[config.mk]
export PLATFORM = sky130hd
export DESIGN_NAME = rxpp_dma_rx
export DESIGN_NICKNAME = d
export VERILOG_FILES = /design/src/rtl/rxpp_pkg.sv /design/src/rtl/rxpp_bufregs.sv /design/src/rtl/rxpp_memwr.sv /design/src/rtl/rxpp_ctrl.sv /design/src/rtl/rxpp_dma_rx.sv
export SDC_FILE = /design/constraint.sdc
export NUM_CORES = 1
export LEC_CHECK = 0
export ABC_AREA = 1
export BUFFER_PORTS_ARGS = -buffer_cell sky130_fd_sc_hd__buf_2
export CAP_MARGIN = 10
export CORE_UTILIZATION = 35
export DETAILED_ROUTE_END_ITERATION = 10
export PLACE_DENSITY = 0.54
export SLEW_MARGIN = 25
export SYNTH_ARGS = -nofsm -noshare
export SYNTH_HDL_FRONTEND = slang
export SYNTH_SLANG_ARGS = --single-unit
[constraint.sdc]
create_clock -name clk -period 6.39 [get_ports clk]
set_input_delay 0.9585 -clock clk [delete_from_list [all_inputs] [get_ports clk]]
set_output_delay 0.9585 -clock clk [all_outputs]
set_load 0.005 [all_outputs]
[src/rtl/rxpp_pkg.sv]
package rxpp_pkg;
  localparam int STW      = 8;
  localparam int ST_DONE  = 0;
  localparam int ST_CRCE  = 1;
  localparam int ST_TRUNC = 2;
  localparam int ST_OVR   = 3;
  localparam int ST_OWN   = 7;

  typedef enum logic [1:0] {FLD_START = 2'd0, FLD_LIMIT = 2'd1, FLD_STATUS = 2'd2} fld_e;
  typedef enum logic [1:0] {S_IDLE = 2'd0, S_FILL = 2'd1, S_DROP = 2'd2} eng_e;

  // gap fits when strictly smaller than the room left
  function automatic logic gap_fits(input logic [31:0] room, input logic [31:0] gap);
    return gap < room;
  endfunction

  function automatic logic [31:0] gap_rest(input logic [31:0] room, input logic [31:0] gap);
    return gap - room;
  endfunction

  function automatic logic [STW-1:0] close_status(input logic [STW-1:0] s,
                                                  input logic crc_bad, input logic trunc);
    logic [STW-1:0] r;
    r = s;
    r[ST_OWN]   = 1'b0;
    r[ST_DONE]  = 1'b1;
    r[ST_CRCE]  = crc_bad;
    r[ST_TRUNC] = trunc;
    return r;
  endfunction
endpackage

[src/rtl/rxpp_bufregs.sv]
module rxpp_bufregs
  import rxpp_pkg::*;
#(
  parameter int AW = 32,
  parameter int CW = 16
) (
  input  logic                clk,
  input  logic                rst_n,
  input  logic                cfg_we,
  input  logic                cfg_buf,
  input  logic [1:0]          cfg_fld,
  input  logic [AW-1:0]       cfg_wdata,
  input  logic [1:0]          upd_en,
  input  logic [1:0][STW-1:0] upd_val,
  output logic [1:0][AW-1:0]  start_q,
  output logic [1:0][CW-1:0]  limit_q,
  output logic [1:0][STW-1:0] status_q
);
  for (genvar i = 0; i < 2; i++) begin : g_buf
    logic host_hit;
    assign host_hit = cfg_we && (cfg_buf == 1'(i));

    always_ff @(posedge clk) begin
      if (!rst_n) begin
        start_q[i]  <= '0;
        limit_q[i]  <= '0;
        status_q[i] <= '0;
      end else begin
        if (host_hit && cfg_fld == FLD_START) start_q[i] <= cfg_wdata;
        if (host_hit && cfg_fld == FLD_LIMIT) limit_q[i] <= cfg_wdata[CW-1:0];
        // controller updates win over a host write in the same cycle
        if (upd_en[i]) status_q[i] <= upd_val[i];
        else if (host_hit && cfg_fld == FLD_STATUS) status_q[i] <= cfg_wdata[STW-1:0];
      end
    end

    // host status write lands when no controller update competes
    a_r2_host_status: assert property (@(posedge clk) disable iff (!rst_n)
      (host_hit && cfg_fld == FLD_STATUS && !upd_en[i]) |=> status_q[i] == $past(cfg_wdata[STW-1:0]));
  end
endmodule

[src/rtl/rxpp_memwr.sv]
module rxpp_memwr #(
  parameter int AW = 32,
  parameter int DW = 8
) (
  input  logic          clk,
  input  logic          rst_n,
  input  logic          push,
  input  logic [AW-1:0] push_addr,
  input  logic [DW-1:0] push_data,
  output logic          mem_busy,
  output logic          mem_valid,
  output logic [AW-1:0] mem_addr,
  output logic [DW-1:0] mem_data,
  input  logic          mem_ready
);
  always_ff @(posedge clk) begin
    if (!rst_n) begin
      mem_valid <= 1'b0;
      mem_addr  <= '0;
      mem_data  <= '0;
    end else if (push) begin
      mem_valid <= 1'b1;
      mem_addr  <= push_addr;
      mem_data  <= push_data;
    end else if (mem_ready) begin
      mem_valid <= 1'b0;
    end
  end

  assign mem_busy = mem_valid;

  // stalled request holds its address and data
  a_r8_hold: assert property (@(posedge clk) disable iff (!rst_n)
    (mem_valid && !mem_ready) |=> (mem_valid && $stable(mem_addr) && $stable(mem_data)));
  // no new byte is pushed over a pending one
  a_r8_no_overwrite: assert property (@(posedge clk) disable iff (!rst_n)
    push |-> !mem_valid);
endmodule

[src/rtl/rxpp_ctrl.sv]
module rxpp_ctrl
  import rxpp_pkg::*;
#(
  parameter int AW = 32,
  parameter int CW = 16
) (
  input  logic                clk,
  input  logic                rst_n,
  input  logic                in_valid,
  input  logic                in_last,
  input  logic                in_crc_ok,
  output logic                in_ready,
  input  logic                gap_valid,
  input  logic [CW-1:0]       gap_len,
  input  logic                mem_busy,
  input  logic [1:0][AW-1:0]  start_q,
  input  logic [1:0][CW-1:0]  limit_q,
  input  logic [1:0][STW-1:0] status_q,
  output logic                push,
  output logic [AW-1:0]       push_addr,
  output logic [1:0]          upd_en,
  output logic [1:0][STW-1:0] upd_val,
  output logic                next_buf,
  output logic                rx_busy,
  output logic [AW-1:0]       cur_addr,
  output logic [CW-1:0]       frame_len
);
  eng_e          st, n_st;
  logic          act, n_act, nxt, n_nxt, trn, n_trn;
  logic [CW-1:0] cnt, n_cnt, len, n_len;
  logic [AW-1:0] cur, n_cur;

  // named events for the assertions
  logic          acc, idle, own_nxt, frame_start, frame_refused, take_byte, frame_end, gap_take;
  logic          f_act, has_room, fits, other, own_other;
  logic [CW-1:0] f_cnt, room, rest;
  logic [AW-1:0] f_addr;

  assign in_ready      = !mem_busy && !gap_valid;
  assign acc           = in_valid && in_ready;
  assign idle          = (st == S_IDLE);
  assign own_nxt       = status_q[nxt][ST_OWN];
  assign frame_start   = acc && idle && own_nxt;
  assign frame_refused = acc && idle && !own_nxt;
  assign take_byte     = frame_start || (acc && st == S_FILL);
  assign frame_end     = take_byte && in_last;
  assign gap_take      = gap_valid && st == S_FILL;

  assign f_act    = idle ? nxt : act;
  assign f_cnt    = idle ? '0 : cnt;
  assign f_addr   = idle ? start_q[nxt] : cur;
  assign has_room = f_cnt < limit_q[f_act];

  assign room      = (cnt >= limit_q[act]) ? '0 : limit_q[act] - cnt;
  assign fits      = gap_fits(32'(room), 32'(gap_len));
  assign rest      = CW'(gap_rest(32'(room), 32'(gap_len)));
  assign other     = ~act;
  assign own_other = status_q[other][ST_OWN];

  always_comb begin
    n_st = st; n_act = act; n_nxt = nxt; n_trn = trn;
    n_cnt = cnt; n_cur = cur; n_len = len;
    push = 1'b0;
    push_addr = f_addr;
    upd_en = '0;
    upd_val = status_q;
    if (take_byte) begin
      n_act = f_act;
      n_cnt = f_cnt;
      n_cur = f_addr;
      n_trn = idle ? 1'b0 : trn;
      if (frame_start) n_nxt = ~nxt;
      if (has_room) begin
        push  = 1'b1;
        n_cnt = f_cnt + 1'b1;
        n_cur = f_addr + 1'b1;
      end else begin
        n_trn = 1'b1;
      end
      if (in_last) begin
        upd_en[f_act]  = 1'b1;
        upd_val[f_act] = close_status(status_q[f_act], !in_crc_ok, n_trn);
        n_len = n_cnt;
        n_st  = S_IDLE;
      end else begin
        n_st = S_FILL;
      end
    end else if (frame_refused) begin
      upd_en[nxt]          = 1'b1;
      upd_val[nxt][ST_OVR] = 1'b1;
      n_st = in_last ? S_IDLE : S_DROP;
    end else if (st == S_DROP && acc && in_last) begin
      n_st = S_IDLE;
    end else if (gap_take) begin
      if (fits) begin
        n_cur = cur + AW'(gap_len);
        n_cnt = cnt + gap_len;
      end else begin
        upd_en[act]  = 1'b1;
        upd_val[act] = close_status(status_q[act], 1'b0, trn);
        n_act = other;
        n_nxt = ~nxt;
        n_trn = 1'b0;
        if (own_other) begin
          n_cur = start_q[other] + AW'(rest);
          n_cnt = rest;
        end else begin
          upd_en[other]          = 1'b1;
          upd_val[other][ST_OVR] = 1'b1;
          n_st = S_DROP;
        end
      end
    end
  end

  always_ff @(posedge clk) begin
    if (!rst_n) begin
      st  <= S_IDLE;
      act <= 1'b0;
      nxt <= 1'b0;
      trn <= 1'b0;
      cnt <= '0;
      cur <= '0;
      len <= '0;
    end else begin
      st  <= n_st;
      act <= n_act;
      nxt <= n_nxt;
      trn <= n_trn;
      cnt <= n_cnt;
      cur <= n_cur;
      len <= n_len;
    end
  end

  assign next_buf  = nxt;
  assign rx_busy   = (st == S_FILL);
  assign cur_addr  = cur;
  assign frame_len = len;

  // a frame only opens on a buffer the controller owns
  a_r5_owned_only: assert property (@(posedge clk) disable iff (!rst_n)
    (push && idle) |-> status_q[nxt][ST_OWN]);
  // never write past the limit of the active buffer
  a_r7_room: assert property (@(posedge clk) disable iff (!rst_n)
    (push && st == S_FILL) |-> cnt < limit_q[act]);
  // busy rising from idle comes with a flipped next-buffer flag
  a_r3_flip: assert property (@(posedge clk) disable iff (!rst_n)
    frame_start |=> (rx_busy || $past(in_last)) && next_buf != $past(next_buf));
  // a completed frame releases its buffer and drops busy
  a_r6_release: assert property (@(posedge clk) disable iff (!rst_n)
    frame_end |=> !rx_busy && !status_q[$past(f_act)][ST_OWN]);
  // input is stalled while a write is pending
  a_r8_backpressure: assert property (@(posedge clk) disable iff (!rst_n)
    mem_busy |-> !in_ready);
endmodule

[src/rtl/rxpp_dma_rx.sv]
module rxpp_dma_rx
  import rxpp_pkg::*;
#(
  parameter int AW = 32,
  parameter int CW = 16,
  parameter int DW = 8
) (
  input  logic          clk,
  input  logic          rst_n,
  input  logic          cfg_we,
  input  logic          cfg_buf,
  input  logic [1:0]    cfg_fld,
  input  logic [AW-1:0] cfg_wdata,
  input  logic          gap_valid,
  input  logic [CW-1:0] gap_len,
  input  logic          in_valid,
  input  logic [DW-1:0] in_data,
  input  logic          in_last,
  input  logic          in_crc_ok,
  output logic          in_ready,
  output logic          mem_valid,
  output logic [AW-1:0] mem_addr,
  output logic [DW-1:0] mem_data,
  input  logic          mem_ready,
  output logic          next_buf,
  output logic          rx_busy,
  output logic [AW-1:0] cur_addr,
  output logic [CW-1:0] frame_len,
  output logic [STW-1:0] status_a,
  output logic [STW-1:0] status_b
);
  logic [1:0][AW-1:0]  start_q;
  logic [1:0][CW-1:0]  limit_q;
  logic [1:0][STW-1:0] status_q;
  logic [1:0]          upd_en;
  logic [1:0][STW-1:0] upd_val;
  logic                push, mem_busy;
  logic [AW-1:0]       push_addr;

  rxpp_bufregs #(.AW(AW), .CW(CW)) u_regs (
    .clk(clk), .rst_n(rst_n), .cfg_we(cfg_we), .cfg_buf(cfg_buf), .cfg_fld(cfg_fld),
    .cfg_wdata(cfg_wdata), .upd_en(upd_en), .upd_val(upd_val),
    .start_q(start_q), .limit_q(limit_q), .status_q(status_q)
  );

  rxpp_ctrl #(.AW(AW), .CW(CW)) u_ctrl (
    .clk(clk), .rst_n(rst_n), .in_valid(in_valid), .in_last(in_last), .in_crc_ok(in_crc_ok),
    .in_ready(in_ready), .gap_valid(gap_valid), .gap_len(gap_len), .mem_busy(mem_busy),
    .start_q(start_q), .limit_q(limit_q), .status_q(status_q), .push(push),
    .push_addr(push_addr), .upd_en(upd_en), .upd_val(upd_val), .next_buf(next_buf),
    .rx_busy(rx_busy), .cur_addr(cur_addr), .frame_len(frame_len)
  );

  rxpp_memwr #(.AW(AW), .DW(DW)) u_mem (
    .clk(clk), .rst_n(rst_n), .push(push), .push_addr(push_addr), .push_data(in_data),
    .mem_busy(mem_busy), .mem_valid(mem_valid), .mem_addr(mem_addr), .mem_data(mem_data),
    .mem_ready(mem_ready)
  );

  assign status_a = status_q[0];
  assign status_b = status_q[1];
endmodule

* After elaboration in Yosys (flattened, before gate mapping) *
Index checks and enable logic that the tools add are counted.

storage, ports and cells
  memories kept = 0
  input port bits = 67
  bits in registers = 222
  RAM bits = 0
  memory bits (read-only) = 0
  latch bits = 0

operators by class
  reductions and logical operators = 41
  bitwise operators = 6
  add/sub/neg operators = 7
  mux-type cells = 101
  magnitude comparators = 11
  multipliers = 0
  shifts and indexed selects = 0
  div/mod/pow operators = 0
  eq/ne operators = 18

operators by type and width
  cell                                                   number
  two-way mux 32 bit                                     12
  two-way mux 16 bit                                     20
  two-way mux 8 bit                                      10
  adder 32 x 16 -> 32 bit                                2
  adder 32 x 1 -> 32 bit, second input constant          1
  bitwise mux 16 bit                                     2
  demux 8 bit (select 1 bit)                             4
  < comparator 16 bit                                    2
  OR 16 bit                                              2
  subtractor 16 bit                                      2
  two-way mux 1 bit                                      29
  two-way mux 2 bit                                      14
  two-way mux 7 bit                                      4
  inequality test 4 bit, second input constant           6
  logical AND 1 bit                                      21
  adder 16 x 1 -> 16 bit, second input constant          1
  adder 16 bit                                           1
  >= comparator 16 bit                                   1
  AND reduction 5 bit                                    3
  < comparator 1 x 2 -> 1 bit, second input constant     4
  two-way mux 4 bit                                      2
  inequality test 4 x 2 -> 1 bit, second input constant  2
  AND reduction 4 bit                                    2
  nonzero test 2 bit                                     4
  16 further kinds                                       33

* Depth between registers and ports, before layout *
Gate-level depths: netlist (run 1).

  depth in word-level cells = 14
  mapped depth = 54

* Hierarchy *
A second synthesis (run 1) with hierarchy kept.

unflattened totals
  cells, all modules = 2932
  area total of the unflattened synthesis = 18147.4 um2

modules (own cells, without submodules)
  module        area each (um2)  sequential area each (um2)  cells each  instances
  rxpp_ctrl     12433.2          1381.3                      2215        1
  rxpp_bufregs  4261.6           2242.2                      538         1
  rxpp_memwr    1452.6           820.8                       179         1

* Least setup slack after synthesis (run 1) *
Ideal clock, no wire load.

  path type = register to register
  from = reg u_ctrl.act
  to = reg u_ctrl.cur[25], in the netlist u_ctrl.cur_addr[25]
  slack = 336 ps
  arrival = 5984 ps
  library setup time = 70 ps
  path buffers = 6
  required time = 6320 ps
  clock period less this slack = 6054 ps
  cell stages (with the launch flop) = 55
  cells stage by stage = dfxtp_1 buf_2 buf_4 buf_2 clkbuf_1 clkbuf_1 nand2_1 o21ai_0 fa_1 nand2_1 nand2_1 a21oi_1 nor2_1 o21ai_0 nand2_1 a21oi_1 o21ai_0 nand2_1 (+19 left out) nand2_1 a21oi_1 xor2_1 ha_1 inv_1 nor2_1 inv_1 o21ai_0 inv_1 nand2_1 nand2_1 nand2_1 nand2_1 nand2_1 nand2_1 nand2_1 nand2_1 a21oi_1

between the ends
  longest elaborated chain between the ends = 12
  elaborated cells between the ends (all ways) = 25

RTL lines
  item                                                       line              RTL
  start, declared                                            rxpp_ctrl.sv:29   logic act, n_act, nxt, n_nxt, trn, n_trn;
  start signal, assigned                                     rxpp_ctrl.sv:127  act <= n_act;
  two-way mux 16 bit (implied by the code) (2 in series)     rxpp_ctrl.sv:54   assign room = (cnt >= limit_q[act]) ? '0 : limit_q[act] - cnt;
  subtractor 16 bit or >= comparator 16 bit (tied branches)  rxpp_ctrl.sv:54
  two-way mux 16 bit                                         rxpp_ctrl.sv:54
  subtractor 16 bit                                          rxpp_pkg.sv:18    return gap - room;
  adder 32 x 16 -> 32 bit                                    rxpp_ctrl.sv:105  n_cur = start_q[other] + AW'(rest);
  two-way mux 32 bit                                         rxpp_ctrl.sv:104  if (own_other) begin
  two-way mux 32 bit                                         rxpp_ctrl.sv:95   if (fits) begin
  two-way mux 32 bit                                         rxpp_ctrl.sv:94   end else if (gap_take) begin
  two-way mux 32 bit                                         rxpp_ctrl.sv:92   end else if (st == S_DROP && acc && in_last) begin
  two-way mux 32 bit                                         rxpp_ctrl.sv:88   end else if (frame_refused) begin
  two-way mux 32 bit                                         rxpp_ctrl.sv:67   if (take_byte) begin
  end signal, assigned                                       rxpp_ctrl.sv:131  cur <= n_cur;
  end, declared                                              rxpp_ctrl.sv:31   logic [AW-1:0] cur, n_cur;

Parallel ways exist; a longest one is shown, timed or not. The select of a mux whose other input is x is not followed.
A chain may end at the register's enable or synchronous reset.

* Worst setup path after layout (run 1) *
  from = reg u_ctrl.act
  to = reg u_ctrl.cur[28], in the netlist u_ctrl.cur_addr[28]

The elaborated chain is that of the path after synthesis.

==> results of run 1 <==
[flip-flops by register name, indices dropped and copies added, names as in the netlist, named ones only]
register	count
u_mem.mem_data	8
u_ctrl.frame_len	16
u_ctrl.next_buf	1
u_mem.mem_addr	32
u_ctrl.trn	1
u_regs.limit_q	32
u_ctrl.st	2
u_ctrl.act	1
u_regs.start_q	64
u_mem.mem_busy	1
u_ctrl.cnt	16
u_ctrl.cur_addr	32
u_regs.status_q	15
[cell type report]
type,count,share of cell area
Tap cell,664,0.0417
Timing Repair Buffer,215,0.0593
Antenna cell,1,0.000126
Inverter,370,0.0699
Sequential cell,222,0.223
Clock buffer,34,0.0378
Clock inverter,14,0.00779
Multi-Input combinational cell,2109,0.560
[cell usage in the layout, fill, tap and decap left out, types with 42 or more instances in the layout]
| cell type | instances |
|---|---|
| sky130_fd_sc_hd__nand4_1 | 42 |
| sky130_fd_sc_hd__inv_1 | 352 |
| sky130_fd_sc_hd__dfxtp_1 | 221 |
| sky130_fd_sc_hd__nor2_1 | 281 |
| sky130_fd_sc_hd__o21ai_0 | 368 |
| sky130_fd_sc_hd__buf_2 | 173 |
| sky130_fd_sc_hd__buf_4 | 42 |
| sky130_fd_sc_hd__nand3_1 | 152 |
| sky130_fd_sc_hd__ha_1 | 88 |
| sky130_fd_sc_hd__nand2_1 | 614 |
| sky130_fd_sc_hd__a21oi_1 | 263 |
| sky130_fd_sc_hd__xor2_1 | 59 |
[power breakdown]
group | switching [W] | internal (W)
clock network | 0.000642 | 0.000948
logic | 0.00119 | 0.000544
registers | 0.0000364 | 0.00143
total | 0.00187 | 0.00292
[cell families after synthesis]
group,Yosys count,synth area share
AND/OR/NAND/NOR,1182,0.285
adder cells (fa/ha/maj),99,0.0739
flip-flops,222,0.257
XOR/XNOR,80,0.0406
AO/OA/AOI/OAI,748,0.232
buffers and inverters,489,0.112
[routing by layer]
layer,GRT usage,vias to the layer above,part of all wire
li1,-,9511,-
met1,0.415,8998,0.49
met2,0.408,692,0.41
met3,0.0344,86,0.079
met4,0.0641,2,0.021
met5,0,-,0.00018
[cell usage after synthesis, types with 6 or more instances]
cell and number:
sky130_fd_sc_hd__a21o_1 8, sky130_fd_sc_hd__a21oi_1 269, sky130_fd_sc_hd__a31oi_1 16, sky130_fd_sc_hd__buf_1 6, sky130_fd_sc_hd__buf_2 26, sky130_fd_sc_hd__buf_4 7
sky130_fd_sc_hd__clkbuf_1 76, sky130_fd_sc_hd__dfxtp_1 222, sky130_fd_sc_hd__ha_1 94, sky130_fd_sc_hd__inv_1 356, sky130_fd_sc_hd__inv_2 10, sky130_fd_sc_hd__nand2_1 627
sky130_fd_sc_hd__nand3_1 156, sky130_fd_sc_hd__nand3b_1 8, sky130_fd_sc_hd__nand4_1 42, sky130_fd_sc_hd__nor2_1 282, sky130_fd_sc_hd__nor3_1 34, sky130_fd_sc_hd__nor4_1 7
sky130_fd_sc_hd__o211ai_1 23, sky130_fd_sc_hd__o21ai_0 376, sky130_fd_sc_hd__o21ai_1 11, sky130_fd_sc_hd__o21bai_1 16, sky130_fd_sc_hd__xnor2_1 17, sky130_fd_sc_hd__xor2_1 63
[stage by stage]
step	instances	util	total power, W	hold WS (ns)	worst slack (ns)
detailed placement	3575	0.384	0.00310	0.454	0.0454
global placement	3575	0.384	0.00310	0.448	0.110
CTS	3623	0.402	0.00471	0.463	0.0908
global route	3628	0.407	0.00505	0.485	-0.0105
floorplan	2820	-	0.00258	0.435	0.336
finish	3629	0.407	0.00479	0.462	0.438
[what timing repair did]
action / CTS / global route
setup buffers: 0 / 5
endpoints found under the setup margin: 1 / 48
gates resized for setup: 1 / 54
pin swaps: 0 / 15
[final timing paths]
path / endpoint / depth (start not counted) / slack [ns]
worst max-delay path: u_ctrl.cur_addr[28]$_SDFFE_PN0P_ / 40 / 0.44
worst min-delay path: u_regs.start_q[6]$_SDFFE_PN0P_ / 2 / 0.46
worst max register to register: u_ctrl.cur_addr[28]$_SDFFE_PN0P_ / 40 / 0.44
worst min register to register: u_regs.start_q[6]$_SDFFE_PN0P_ / 2 / 0.46
[worst min-delay path: stages (launching register included)]
cell and delay [ns]:
sky130_fd_sc_hd__dfxtp_1 0.31, sky130_fd_sc_hd__inv_1 0.06, sky130_fd_sc_hd__a21oi_1 0.05
==> impl_metrics.prom, run 1 <==
# TYPE chip_impl_metric gauge
chip_impl_metric{name="final_area",unit="um2"} 19900
chip_impl_metric{name="final_nets",unit=""} 3110
chip_impl_metric{name="fillCellCount",unit=""} 5412
chip_impl_metric{name="cts_h_tree_lvls",unit=""} 1
chip_impl_info{name="tritoncts",value="built"} 1
chip_impl_metric{name="power.leakage",unit="nW"} 9.24
chip_impl_metric{name="synth_seq_area_share",unit=""} 0.257
chip_impl_metric{name="die_height",unit="um"} 224
chip_impl_metric{name="worst_ir_drop_vdd",unit="V"} 0.000154
chip_impl_metric{name="hold_buffers_post_cts",unit=""} 0
chip_impl_metric{name="worstMarginPinSlew",unit="ns"} 1.29
chip_impl_info{name="cp_top_family",value="simple AND/OR/NAND/NOR gates"} 1
chip_impl_metric{name="die_x",unit="um"} 224
chip_impl_metric{name="core_area",unit="um2"} 48800
chip_impl_info{name="synth_top_flop_cell",value="sky130_fd_sc_hd__dfxtp_1"} 1
chip_impl_info{name="startpoint",value="u_ctrl.act$_SDFFE_PN0P_"} 1
chip_impl_metric{name="grt_first_pass_wirelength",unit="um"} 106000
chip_impl_metric{name="synth.lib_cells_used.distinct",unit=""} 56
chip_impl_metric{name="synthToLayoutAreaGrowth",unit="%"} 15.2
chip_impl_metric{name="num_io_pins",unit=""} 175
chip_impl_metric{name="fin_crit",unit="ns"} 5.95
chip_impl_info{name="post_synth_top_area_cell",value="sky130_fd_sc_hd__dfxtp_1"} 1
chip_impl_metric{name="grt_max_degree",unit=""} 106
chip_impl_metric{name="drt-initial-drc-count",unit=""} 1816
chip_impl_metric{name="setup_total_negative_slack",unit="ns"} 0
chip_impl_metric{name="timing.critical_path.slowest_cell_delay",unit="ns"} 0.40
chip_impl_metric{name="grt_usage",unit=""} 0.275
chip_impl_info{name="class_of_the_tightest_hold_or_removal_check",value="reg2reg"} 1
chip_impl_metric{name="rows",unit=""} 81
chip_impl_metric{name="clkTransAtPathRegs",unit="ns"} 0.06
chip_impl_metric{name="timing.critical_path.arrival",unit="ns"} 6.44
chip_impl_metric{name="placement.cell_area",unit="um2"} 18700
chip_impl_metric{name="clkSinkCount",unit=""} 222
chip_impl_metric{name="ant_nets",unit=""} 0
chip_impl_metric{name="synth-edff-count",unit=""} 0
chip_impl_metric{name="combined_area_of_the_multi_input_logic_cells",unit="um2"} 11100
chip_impl_metric{name="synthArstFlopShare",unit=""} 0
chip_impl_info{name="synthTopCellsByArea",value="sky130_fd_sc_hd__dfxtp_1 (26%), sky130_fd_sc_hd__nand2_1 (14%), sky130_fd_sc_hd__o21ai_0 (11%)"} 1
chip_impl_metric{name="post_synthesis_net_count",unit=""} 2986
chip_impl_metric{name="peak_clock_frequency_supported_by_timing",unit="GHz"} 0.168
chip_impl_info{name="timing.rr.start",value="u_ctrl.act$_SDFFE_PN0P_"} 1
chip_impl_metric{name="drcViolationCount",unit=""} 0
chip_impl_info{name="critPathKind",value="reg2reg"} 1
chip_impl_metric{name="cellPowerDensity",unit="nW/um2"} 241
chip_impl_metric{name="synth.cell_area",unit="um2"} 17300
chip_impl_metric{name="globalRoute.totalOverflow",unit=""} 0
chip_impl_metric{name="ctsLongestPathBuffers",unit=""} 3
chip_impl_metric{name="route.vias.total",unit=""} 19289
chip_impl_metric{name="postRouteWirelength",unit="um"} 70900
chip_impl_info{name="cp-end-kind",value="register"} 1
chip_impl_metric{name="detail_route.wl_per_cell",unit="um"} 19.5
chip_impl_metric{name="initial_core_utilization",unit=""} 0.354
chip_impl_info{name="slowest_stage",value="sky130_fd_sc_hd__fa_2"} 1
chip_impl_metric{name="portBuffers",unit=""} 174
chip_impl_metric{name="finalSetupViolCount",unit=""} 0
chip_impl_metric{name="hpwl",unit="um"} 55100
chip_impl_metric{name="die_area",unit="um2"} 50200
chip_impl_info{name="critical-path-top-cell-by-count",value="sky130_fd_sc_hd__nand2_1"} 1
chip_impl_metric{name="maxCapViolations",unit=""} 0
chip_impl_metric{name="ys_ff_latch",unit=""} 222
chip_impl_metric{name="yosys_warnings",unit=""} 0
chip_impl_metric{name="final_max_slew_viols",unit=""} 0
chip_impl_metric{name="worstPathRequired",unit="ns"} 6.88
chip_impl_metric{name="place.gp.congestion",unit=""} 0.986
chip_impl_metric{name="1st_pass_router_iterations",unit=""} 5
chip_impl_metric{name="drive_gt1_frac",unit=""} 0.117
chip_impl_metric{name="path_max_fanout",unit=""} 16
chip_impl_metric{name="number_of_antenna_violations_at_the_first_check_in_global_routing",unit=""} 1
chip_impl_metric{name="first_global_vias",unit=""} 17583
chip_impl_info{name="setup.worst_path.start_class",value="register"} 1
chip_impl_metric{name="post-synth-top-area-fraction",unit=""} 0.257
chip_impl_metric{name="mean_cell_area_of_the_mapped_netlist",unit="um2"} 6.13
chip_impl_metric{name="clk_latency",unit="ns"} 0.56
chip_impl_info{name="launch_point_of_the_worst_hold_path",value="u_regs.start_q[6]$_SDFFE_PN0P_"} 1
chip_impl_metric{name="post_drt_via_cell_ratio",unit=""} 5.32
chip_impl_metric{name="hold_viol",unit=""} 0
chip_impl_metric{name="register_area",unit="um2"} 4450
chip_impl_metric{name="cts_made_buffers",unit=""} 26
chip_impl_info{name="cts_root_buf",value="sky130_fd_sc_hd__clkbuf_16"} 1
chip_impl_metric{name="max_slew_margin",unit=""} 0.131
chip_impl_info{name="status",value="finished clean"} 1
chip_impl_metric{name="cp.buffers_inverters",unit=""} 5
chip_impl_metric{name="worst_clock_skew",unit="ns"} 0.0103
chip_impl_metric{name="synthCells",unit=""} 2820
chip_impl_metric{name="period_share",unit=""} 0.932
No activity file was read; power rests on OpenSTA's default activity.
==> inputs of run 2 (changes only) <==
--- a/config.mk
+++ b/config.mk
@@ -8,6 +8,7 @@
 export ABC_AREA = 1
 export BUFFER_PORTS_ARGS = -buffer_cell sky130_fd_sc_hd__buf_2
 export CAP_MARGIN = 10
+export CORE_MARGIN = 5
 export CORE_UTILIZATION = 35
 export DETAILED_ROUTE_END_ITERATION = 10
 export PLACE_DENSITY = 0.54
==> run 2 against run 1 <==
Power up 2.9%; highest routed layer unchanged; combinational power about the same; critical path depth up 5; critical path type unchanged; die area up 7.3%; via count up 1.2%; first-iteration DRC count down 2.0%; clock-buffer cell count up 2; fmax up 0.84%; sequential cell count unchanged.
==> impl_metrics.prom, run 2 (synthesis gave the netlist of run 1 again) <==
# TYPE chip_impl_metric gauge
chip_impl_metric{name="cellPowerDensity",unit="nW/um2"} 247
chip_impl_info{name="cp_top_family",value="simple AND/OR/NAND/NOR gates"} 1
chip_impl_metric{name="hpwl",unit="um"} 55800
chip_impl_metric{name="die_x",unit="um"} 232
chip_impl_metric{name="cts_h_tree_lvls",unit=""} 1
chip_impl_metric{name="worst_clock_skew",unit="ns"} 0.0156
chip_impl_metric{name="global_routing_usage_on_met1",unit=""} 0.385
chip_impl_metric{name="clkPwrFrac",unit=""} 0.348
chip_impl_metric{name="rows",unit=""} 81
chip_impl_metric{name="first_global_vias",unit=""} 17629
chip_impl_info{name="slowest_stage",value="sky130_fd_sc_hd__fa_2"} 1
chip_impl_metric{name="grt_max_degree",unit=""} 110
chip_impl_metric{name="combPwrFrac",unit=""} 0.355
chip_impl_metric{name="clkSinkCount",unit=""} 222
chip_impl_metric{name="worstMarginPinSlew",unit="ns"} 1.17
chip_impl_metric{name="final_max_slew_viols",unit=""} 0
chip_impl_metric{name="largest_register_ffs",unit=""} 64
chip_impl_metric{name="globalRoute.totalOverflow",unit=""} 0
chip_impl_metric{name="peak_clock_frequency_supported_by_timing",unit="GHz"} 0.169
chip_impl_info{name="startpoint",value="u_ctrl.act$_SDFFE_PN0P_"} 1
chip_impl_metric{name="grt_first_pass_wirelength",unit="um"} 107000
chip_impl_metric{name="synthToLayoutAreaGrowth",unit="%"} 15.8
chip_impl_metric{name="1st_pass_router_iterations",unit=""} 6
chip_impl_metric{name="num_io_pins",unit=""} 175
chip_impl_info{name="largest-register",value="u_regs.start_q"} 1
chip_impl_metric{name="switching_power",unit="W"} 0.00191
chip_impl_metric{name="place.gp.congestion",unit=""} 0.991
chip_impl_metric{name="netSwitchingFraction",unit=""} 0.387
chip_impl_metric{name="core_area",unit="um2"} 48800
chip_impl_metric{name="cts_made_buffers",unit=""} 28
chip_impl_metric{name="path_max_fanout",unit=""} 8
chip_impl_metric{name="post_drt_via_cell_ratio",unit=""} 5.38
chip_impl_metric{name="timing.critical_path.slowest_cell_delay",unit="ns"} 0.38
chip_impl_metric{name="part_of_the_total_power_dissipated_in_sequential_elements",unit=""} 0.297
chip_impl_metric{name="clkTransAtPathRegs",unit="ns"} 0.06
chip_impl_info{name="tritoncts",value="built"} 1
chip_impl_info{name="cp-end-kind",value="register"} 1
chip_impl_metric{name="setup_total_negative_slack",unit="ns"} 0
chip_impl_metric{name="ant_nets",unit=""} 0
chip_impl_metric{name="timing.critical_path.arrival",unit="ns"} 6.37
chip_impl_metric{name="max_slew_margin",unit=""} 0.212
chip_impl_metric{name="drive_gt1_frac",unit=""} 0.117
chip_impl_metric{name="final_util",unit=""} 0.410
chip_impl_metric{name="initial_core_utilization",unit=""} 0.354
chip_impl_metric{name="worstPathRequired",unit="ns"} 6.85
chip_impl_metric{name="power.leakage",unit="nW"} 9.27
chip_impl_metric{name="final_nets",unit=""} 3112
chip_impl_info{name="critical-path-top-cell-by-count",value="sky130_fd_sc_hd__nand2_1"} 1
chip_impl_metric{name="grt_usage",unit=""} 0.255
chip_impl_metric{name="die_height",unit="um"} 232
chip_impl_info{name="setup.worst_path.start_class",value="register"} 1
chip_impl_metric{name="number_of_antenna_violations_at_the_first_check_in_global_routing",unit=""} 3
chip_impl_metric{name="cp.buffers_inverters",unit=""} 6
chip_impl_info{name="global_route.peak_usage_layer",value="met1"} 1
chip_impl_metric{name="finalSetupViolCount",unit=""} 0
chip_impl_metric{name="fin_crit",unit="ns"} 5.90
chip_impl_info{name="status",value="finished clean"} 1
chip_impl_metric{name="intPower",unit="W"} 0.00302
chip_impl_metric{name="postRouteWirelength",unit="um"} 72500
chip_impl_info{name="critPathKind",value="reg2reg"} 1
chip_impl_info{name="final_common_cell",value="sky130_fd_sc_hd__nand2_1"} 1
chip_impl_metric{name="portBuffers",unit=""} 174
chip_impl_metric{name="drt-initial-drc-count",unit=""} 1780
chip_impl_info{name="final_cell_mix",value="sky130_fd_sc_hd__nand2_1 (616), sky130_fd_sc_hd__o21ai_0 (366), sky130_fd_sc_hd__inv_1 (353), sky130_fd_sc_hd__nor2_1 (281), sky130_fd_sc_hd__a21oi_1 (261)"} 1
chip_impl_metric{name="ctsLongestPathBuffers",unit=""} 3
chip_impl_metric{name="period_share",unit=""} 0.924
chip_impl_metric{name="clk_latency",unit="ns"} 0.57
chip_impl_metric{name="maxCapViolations",unit=""} 0
chip_impl_metric{name="die_area",unit="um2"} 53900
chip_impl_metric{name="gr-usage-met3",unit=""} 0.0527
chip_impl_info{name="cts_root_buf",value="sky130_fd_sc_hd__clkbuf_16"} 1
chip_impl_metric{name="detail_route.wl_per_cell",unit="um"} 20.0
chip_impl_metric{name="worst_ir_drop_vdd",unit="V"} 0.000285
chip_impl_info{name="class_of_the_tightest_hold_or_removal_check",value="reg2reg"} 1
chip_impl_info{name="launch_point_of_the_worst_hold_path",value="u_mem.mem_addr[0]$_SDFFE_PN0P_"} 1
chip_impl_metric{name="drcViolationCount",unit=""} 0
chip_impl_metric{name="gr-usage-met2",unit=""} 0.379
chip_impl_info{name="timing.rr.start",value="u_ctrl.act$_SDFFE_PN0P_"} 1
chip_impl_metric{name="hold_viol",unit=""} 0
chip_impl_metric{name="route.vias.total",unit=""} 19530
-- run 2: changes by cell type in the layout (fill, tap and decap cells not counted), moves of 3 or more --
cell,previous run,this run
sky130_fd_sc_hd__a21oi_2,5,8
sky130_fd_sc_hd__buf_4,42,37
sky130_fd_sc_hd__buf_6,0,3
sky130_fd_sc_hd__clkinv_2,8,5
-- run 2: power by group through the flow --
stage	sequential (W)	clock [W]	combinational [W]
final	0.00147	0.00172	0.00175
after detailed placement	0.00150	0	0.00161
after global placement	0.00150	0	0.00162
after floorplan	0.00148	0	0.00110
after global routing	0.00147	0.00179	0.00193
after CTS	0.00147	0.00174	0.00162
-- run 2: timing repair --
item,in CTS,in global routing
buffers inserted,0,10
setup endpoints to repair,0,46
resized for setup,0,54
hold buffers,0,0
-- run 2: metrics by stage --
stage | total power (W) | instance area, um2 | std cells | hold slack, ns | setup slack, ns
floorplan | 0.00258 | 17300 | 2820 | 0.435 | 0.336
global placement | 0.00311 | 18700 | 3570 | 0.448 | 0.162
detailed placement | 0.00311 | 18700 | 3570 | 0.456 | 0.0410
CTS | 0.00483 | 19700 | 3621 | 0.465 | 0.00613
global route | 0.00519 | 20000 | 3631 | 0.478 | -0.0681
finish | 0.00493 | 20000 | 3632 | 0.463 | 0.487
-- run 2: worst reg2reg max path, delay by kind of cell (launching register included) --
family | cells | cell delay, ns
adders and majority gates | 4 | 1.07
buffers and inverters | 6 | 0.67
xor gates and xnor gates | 1 | 0.21
and+or+nand+nor | 24 | 2.17
AOI/OAI and AO/OA | 10 | 1.36
DFF | 1 | 0.34
-- run 2: path summary, 6_finish.rpt --
kind / endpoint / slack, ns / cells after the start
worst max-delay path: u_ctrl.cur_addr[15]$_SDFFE_PN0P_ / 0.49 / 45
worst min-delay path: u_mem.mem_addr[0]$_SDFFE_PN0P_ / 0.46 / 2
worst max register to register: u_ctrl.cur_addr[15]$_SDFFE_PN0P_ / 0.49 / 45
worst min register to register: u_mem.mem_addr[0]$_SDFFE_PN0P_ / 0.46 / 2
-- run 2: final cells by class --
type	count	area, um2
fillers	5385	28800
multi-input cells	2109	11100
flip-flops and latches	222	4450
inverters	370	1390
repair buffers	215	1220
well taps	664	831
clock buffers	36	802
clock inverters	15	195
diodes	1	2.50
-- run 2: metal layers --
layer	wire (um)	share of wire	vias to the layer above
li1	-	-	9535
met1	34500	0.48	9106
met2	29900	0.41	796
met3	6840	0.094	87
met4	1230	0.017	6
met5	35	0.00048	-
